File: config.mk
export PLATFORM = sky130hd
export DESIGN_NAME = tf_subkey_gen
export DESIGN_NICKNAME = d
export VERILOG_FILES = /design/src/rtl/tfk_pkg.sv /design/src/rtl/tfk_rst_sync.sv /design/src/rtl/tfk_extend.sv /design/src/rtl/tfk_word_sel.sv /design/src/rtl/tf_subkey_gen.sv
export SDC_FILE = /design/constraint.sdc
export NUM_CORES = 2
export LEC_CHECK = 0
export BUFFER_PORTS_ARGS = -buffer_cell sky130_fd_sc_hd__buf_2
export CORE_MARGIN = 4
export CORE_UTILIZATION = 45
export CTS_CLUSTER_DIAMETER = 30
export CTS_CLUSTER_SIZE = 40
export DETAILED_ROUTE_END_ITERATION = 7
export MAX_ROUTING_LAYER = met4
export PLACE_DENSITY_LB_ADDON = 0.08
export SETUP_SLACK_MARGIN = 0.3
export SLEW_MARGIN = 20
export SYNTH_ARGS = -nofsm -noshare
export SYNTH_HDL_FRONTEND = slang
export SYNTH_SLANG_ARGS = --single-unit
File: constraint.sdc
create_clock -name clk -period 47.9 [get_ports clk]
set_input_delay 7.185 -clock clk [delete_from_list [all_inputs] [get_ports clk]]
set_output_delay 7.185 -clock clk [all_outputs]
set_load 0.1 [all_outputs]
File: src/rtl/tfk_pkg.sv
package tfk_pkg;
  localparam int WW      = 64;
  localparam int NKW     = 8;
  localparam int NTW     = 2;
  localparam int NK_EXT  = NKW + 1;
  localparam int NT_EXT  = NTW + 1;
  localparam int KEY_BITS = NKW * WW;
  localparam int TWK_BITS = NTW * WW;
  localparam logic [WW-1:0] PARITY_C = 64'h1BD1_1BDA_A9FC_1A22;
  localparam int TW_LANE_A = NKW - 3;
  localparam int TW_LANE_B = NKW - 2;
  localparam int IDX_LANE  = NKW - 1;

  typedef logic [WW-1:0] word_t;
endpackage

File: src/rtl/tfk_rst_sync.sv
module tfk_rst_sync (
  input  logic clk,
  input  logic rst_n,
  output logic rst_sync_n
);
  logic [1:0] sync_q;

  always_ff @(posedge clk or negedge rst_n) begin
    if (!rst_n) sync_q <= 2'b00;
    else        sync_q <= {sync_q[0], 1'b1};
  end

  assign rst_sync_n = sync_q[1];
endmodule

File: src/rtl/tfk_extend.sv
module tfk_extend
  import tfk_pkg::*;
(
  input  logic                clk,
  input  logic                rst_n,
  input  logic                load_i,
  input  logic [KEY_BITS-1:0] key_i,
  input  logic [TWK_BITS-1:0] tweak_i,
  output word_t               ks_o [NK_EXT],
  output word_t               ts_o [NT_EXT]
);
  word_t ks_d [NK_EXT];
  word_t ts_d [NT_EXT];
  word_t ks_q [NK_EXT];
  word_t ts_q [NT_EXT];

  // next-state: raw words plus derived parity/tweak words
  always_comb begin
    word_t par;
    word_t tx;
    par = PARITY_C;
    tx  = '0;
    for (int i = 0; i < NKW; i++) begin
      ks_d[i] = key_i[i*WW +: WW];
      par     = par ^ key_i[i*WW +: WW];
    end
    ks_d[NKW] = par;
    for (int j = 0; j < NTW; j++) begin
      ts_d[j] = tweak_i[j*WW +: WW];
      tx      = tx ^ tweak_i[j*WW +: WW];
    end
    ts_d[NTW] = tx;
  end

  always_ff @(posedge clk or negedge rst_n) begin
    if (!rst_n) begin
      for (int i = 0; i < NK_EXT; i++) ks_q[i] <= '0;
      for (int j = 0; j < NT_EXT; j++) ts_q[j] <= '0;
    end else if (load_i) begin
      for (int i = 0; i < NK_EXT; i++) ks_q[i] <= ks_d[i];
      for (int j = 0; j < NT_EXT; j++) ts_q[j] <= ts_d[j];
    end
  end

  assign ks_o = ks_q;
  assign ts_o = ts_q;
endmodule

File: src/rtl/tfk_word_sel.sv
module tfk_word_sel
  import tfk_pkg::*;
#(
  parameter int LANE  = 0,
  parameter int IDX_W = 5
) (
  input  word_t             ks_i [NK_EXT],
  input  word_t             ts_i [NT_EXT],
  input  logic [IDX_W-1:0]  s_i,
  output word_t             w_o
);
  localparam bit ADD_TW  = (LANE == TW_LANE_A) || (LANE == TW_LANE_B);
  localparam int TW_OFS  = (LANE == TW_LANE_B) ? 1 : 0;
  localparam bit ADD_IDX = (LANE == IDX_LANE);

  logic [31:0] kx;
  logic [31:0] tx;
  word_t       base;
  word_t       tw_term;
  word_t       idx_term;

  always_comb begin
    kx       = (32'(s_i) + 32'(LANE)) % 32'(NK_EXT);
    tx       = (32'(s_i) + 32'(TW_OFS)) % 32'(NT_EXT);
    base     = ks_i[kx[3:0]];
    tw_term  = ADD_TW  ? ts_i[tx[1:0]] : '0;
    idx_term = ADD_IDX ? WW'(s_i)      : '0;
    w_o      = base + tw_term + idx_term;
  end
endmodule

File: src/rtl/tf_subkey_gen.sv
module tf_subkey_gen
  import tfk_pkg::*;
#(
  parameter int NUM_SUBKEYS = 19,
  parameter int IDX_W       = $clog2(NUM_SUBKEYS)
) (
  input  logic                clk,
  input  logic                rst_n,
  input  logic                load_i,
  input  logic [KEY_BITS-1:0] key_i,
  input  logic [TWK_BITS-1:0] tweak_i,
  input  logic                req_i,
  input  logic [IDX_W-1:0]    idx_i,
  output logic [KEY_BITS-1:0] subkey_o,
  output logic                valid_o
);
  logic                rst_s_n;
  word_t               ks_w [NK_EXT];
  word_t               ts_w [NT_EXT];
  logic [KEY_BITS-1:0] sk_cmb;
  logic [KEY_BITS-1:0] sk_d;
  logic [KEY_BITS-1:0] sk_q;
  logic                vld_d;
  logic                vld_q;
  logic                take;

  tfk_rst_sync u_rst (
    .clk        (clk),
    .rst_n      (rst_n),
    .rst_sync_n (rst_s_n)
  );

  tfk_extend u_ext (
    .clk     (clk),
    .rst_n   (rst_s_n),
    .load_i  (load_i),
    .key_i   (key_i),
    .tweak_i (tweak_i),
    .ks_o    (ks_w),
    .ts_o    (ts_w)
  );

  for (genvar g = 0; g < NKW; g++) begin : g_lane
    tfk_word_sel #(.LANE(g), .IDX_W(IDX_W)) u_sel (
      .ks_i (ks_w),
      .ts_i (ts_w),
      .s_i  (idx_i),
      .w_o  (sk_cmb[g*WW +: WW])
    );
  end

  always_comb begin
    take  = req_i && (32'(idx_i) < 32'(NUM_SUBKEYS));
    vld_d = take;
    sk_d  = take ? sk_cmb : sk_q;
  end

  always_ff @(posedge clk or negedge rst_s_n) begin
    if (!rst_s_n) begin
      sk_q  <= '0;
      vld_q <= 1'b0;
    end else begin
      vld_q <= vld_d;
      if (take) sk_q <= sk_d;
    end
  end

  assign subkey_o = sk_q;
  assign valid_o  = vld_q;
endmodule

==> reports/results.tsv <==
stage	metric	value	unit
worst_setup_path	worst-path cell with the longest stage delay	a2111oi_0	
die	CORE AREA	223000	um2
placed_design	placed cell count	13100	
placed_design	global placer's final weighted congestion	1.01	
worst_setup_path	worst path buffer plus inverter count	5	
grt	grt total ovfl	0	
clocking	setup bufs post-CTS	0	
die	number of core rows	173	
worst_hold_path	launch point of the worst hold path	u_rst.sync_q[0]$_DFF_PN0_	
route	average routed wire per standard cell	34.4	um
grt	total routing resource utilization after global routing	41.0	%
synthesis	main flop type after synthesis	dfrtp_1	
outcome	violated checks	design-rule violations	
pwr	pwr/cell area	79.3	nW/um2
route	number of DRC markers after the initial detailed-route iteration	12500	
clocking	H-tree depth	5	
synthesis	sequential-to-total area share from yosys stat	31.9	%
sta	normalized max-slew margin	12.9	%
worst_hold_path	path category of the worst min-delay check	reg -> reg	
worst_setup_path	beginning of the worst register-to-register path	u_ext.ks_o[384]$_DFFE_PN0P_	
worst_setup_path	data arrival time at the worst-slack endpoint	20.14	ns
worst_setup_path	Crit path required time	48.72	ns
finish	share of post-route cells with drive strength above 1	34.5	%
die	die outline height	481	um
sta	transition time at the pin with the least slew margin	1.29	ns
synthesis	FF+latch count, synth	1283	
finish	final layout net count	11300	
synthesis	Warnings, synthesis	0	
route	detailed-route vias per instance	6.70	
worst_setup_path	worst reg-to-reg path cell count	22	
sta	Final setup viols	0	
placed_design	placed wire-length estimate	334000	um
route	DR DRC count	1	
outcome	result of the run	complete, but fails checks	
grt	global-route wire length before repair	667000	um
synthesis	EDFF count, synth	0	
worst_setup_path	Crit Path Class	in -> reg	
worst_setup_path	worst r2r dst	subkey_o[380]$_DFFE_PN0P_	
die	initial cell density of the core	45.3	%
worst_setup_path	CP Launch Type	primary input	
grt	via count of the first global-routing pass	88400	
clocking	number of buffers between clock root and the deepest sink	4	
worst_setup_path	Critical Path End Type	flop	
worst_setup_path	Largest delay share family, worst path	compound AO/OA/AOI/OAI gates	
synthesis	Netlist cell types	112	
clocking	library cell used as clock root buffer	clkbuf_16	
clocking	post-cts resize count	0	
die	die area	231000	um2
finish	layout overhead on the synthesized area	20.8	%
worst_hold_path	hold endpoint	u_rst.sync_q[1]$_DFF_PN0_	
sta	Final min period	19.32	ns
clocking	number of buffers created by CTS	355	
route	total vias in the final route	92400	
sta	WHS	0.357	ns
die	IO Count	1162	
sta	setup TNS	0	ns
worst_setup_path	delay contributed by the slowest stage of the critical path	0.69	ns
sta	setup repair after global routing missed its margin	no	
synthesis	Post-Syn Instances	9580	
grt	largest net degree at the start of global routing	197	
clocking	clock sink total	1283	
route	DR pass1 iterations	8	
clocking	post-cts hold buffer count	0	
sta	Fin Clk Skew	0.0904	ns
die	Die Span X	481	um
grt	number of antenna violations at the first check in global routing	84	
worst_setup_path	highest net fanout along the worst path	28	
worst_setup_path	slack of the worst reg-to-reg path	40.78	ns
finish	number of standard cells in the layout, taps in and fillers out	13800	
sta	peak clock frequency supported by timing	0.0518	GHz
route	remaining antenna violation count after routing	0	
sta	Hold Fails Final Rpt	0	
synthesis	mapped cell area	101000	um2
clocking	TritonCTS clock tree	done	
synthesis	syn_area_per_cell	10.5	um2
job	Maximum Capacitance Violations	0	
route	Routed WL	475000	um
synthesis	share of async-settable or async-resettable flops after synthesis	100	%
clocking	Clk Latency, worst-skew pair	1.00	ns
pwr	worst-case vdd ir drop	0.0000749	V
synthesis	Post-Synthesis Net Count	10400	
placed_design	quantity of I/O buffers inserted on ports	1161	
pwr	Pleak	51.6	nW
sta	Final Max Tran Viols	0	
sta	period utilization	40.3	%
clocking	clock transition time at the flip-flop clock pins of the worst setup and hold paths	0.05	ns
worst_hold_path	cell depth of the worst hold path	0	
## where the power goes
part / internal [mW] / switching (mW) / total [mW]
clock network: 1.70 / 0.751 / 2.45
registers: 1.36 / 0.391 / 1.75
logic: 1.59 / 3.86 / 5.45
total: 4.65 / 5.00 / 9.65
## cells in the final DEF (no fill, tap or decap), types with 52 or more instances in the layout
master     count
clkinv_2      66
mux2i_1      694
diode_2       57
buf_2       1160
xor2_1        73
dfrtp_1     1282
nor2_1       563
nand2_1     1205
buf_4        168
mux4_2       832
inv_1         64
nand3_1      206
o21ai_0      639
o21ai_1       89
a21oi_1      546
a221oi_1     135
a32o_1        52
a21o_1        96
clkbuf_16    360
ha_1         202
mux2_2       806
xnor2_1      617
## cell type report
type,instances,area [um2]
fillers,19600,101000
inverters,71,274
clock buffers,441,9810
repair buffers,1346,7430
flip-flops and latches,1283,32100
multi-input cells,7431,65700
clock inverters,185,2490
diodes,57,143
well taps,2975,3720
## sequential cells by signal, summed over array words and instances (netlist names)
register and count:
subkey_o 512, valid_o 1, u_ext.ts_o 192, u_ext.ks_o 576
u_rst.sync_q 2
## worst max-delay path by stage
stage	startpoint	to	slack, ns	cells past startpoint
after CTS	idx_i[3]	subkey_o[447]$_DFFE_PN0P_	28.63	46
after floorplan	u_rst.sync_q[1]$_DFF_PN0_	subkey_o[0]$_DFFE_PN0P_	9.49	0
final	idx_i[3]	subkey_o[447]$_DFFE_PN0P_	28.58	46
after global placement	idx_i[3]	subkey_o[447]$_DFFE_PN0P_	27.70	46
after detailed placement	idx_i[3]	subkey_o[447]$_DFFE_PN0P_	27.66	46
after global routing	idx_i[3]	subkey_o[447]$_DFFE_PN0P_	27.21	46
## routing by layer
layer	vias up	wire, um	GRT usage (%)
met1	46800	188000	54.2
met2	6606	197000	56.2
li1	37700	-	-
met4	0	27500	19.8
met5	-	0	-
met3	1275	62200	14.1
## logic make-up after synthesis
group                    count (synthesis)  synth area share [%]
other                                    1               0.00372
flip-flops                            1283                  31.9
buffers and inverters                  866                  3.46
AND/OR/NAND/NOR                       2285                  9.78
XOR/XNOR                               720                  6.30
adder cells (fa/ha/maj)                205                  2.57
multiplexers                          2342                  34.6
AO/OA/AOI/OAI                         1878                  11.4
## Yosys cell counts, types with 46 or more instances
cell type,number,area share [%]
clkbuf_1,562,2.1
nand3_1,206,1.0
mux4_2,832,19
xor2_1,81,0.70
inv_1,65,0.24
mux2i_1,701,7.0
a32o_1,52,0.52
a21oi_1,547,2.7
a221oi_1,135,1.2
xnor2_1,635,5.5
mux2_2,808,9.0
nor2_1,565,2.1
dfrtp_1,1283,32
ha_1,202,2.5
o21ai_0,696,3.5
a21o_1,97,0.72
buf_1,128,0.48
a222oi_1,46,0.46
nand2_1,1207,4.5
buf_2,76,0.38
## per-stage QoR
step / area, um2 / power, mW / util (%) / worst slack (ns)
after CTS: 121000 / 9.53 / 54.6 / 28.63
after floorplan: 101000 / 5.39 / - / 9.49
final: 122000 / 9.65 / 54.7 / 28.58
after global routing: 122000 / 9.94 / 54.7 / 27.21
after global placement: 109000 / 7.02 / 49.0 / 27.70
after detailed placement: 109000 / 7.07 / 49.0 / 27.66
No activity file was read; power rests on OpenSTA's default activity.
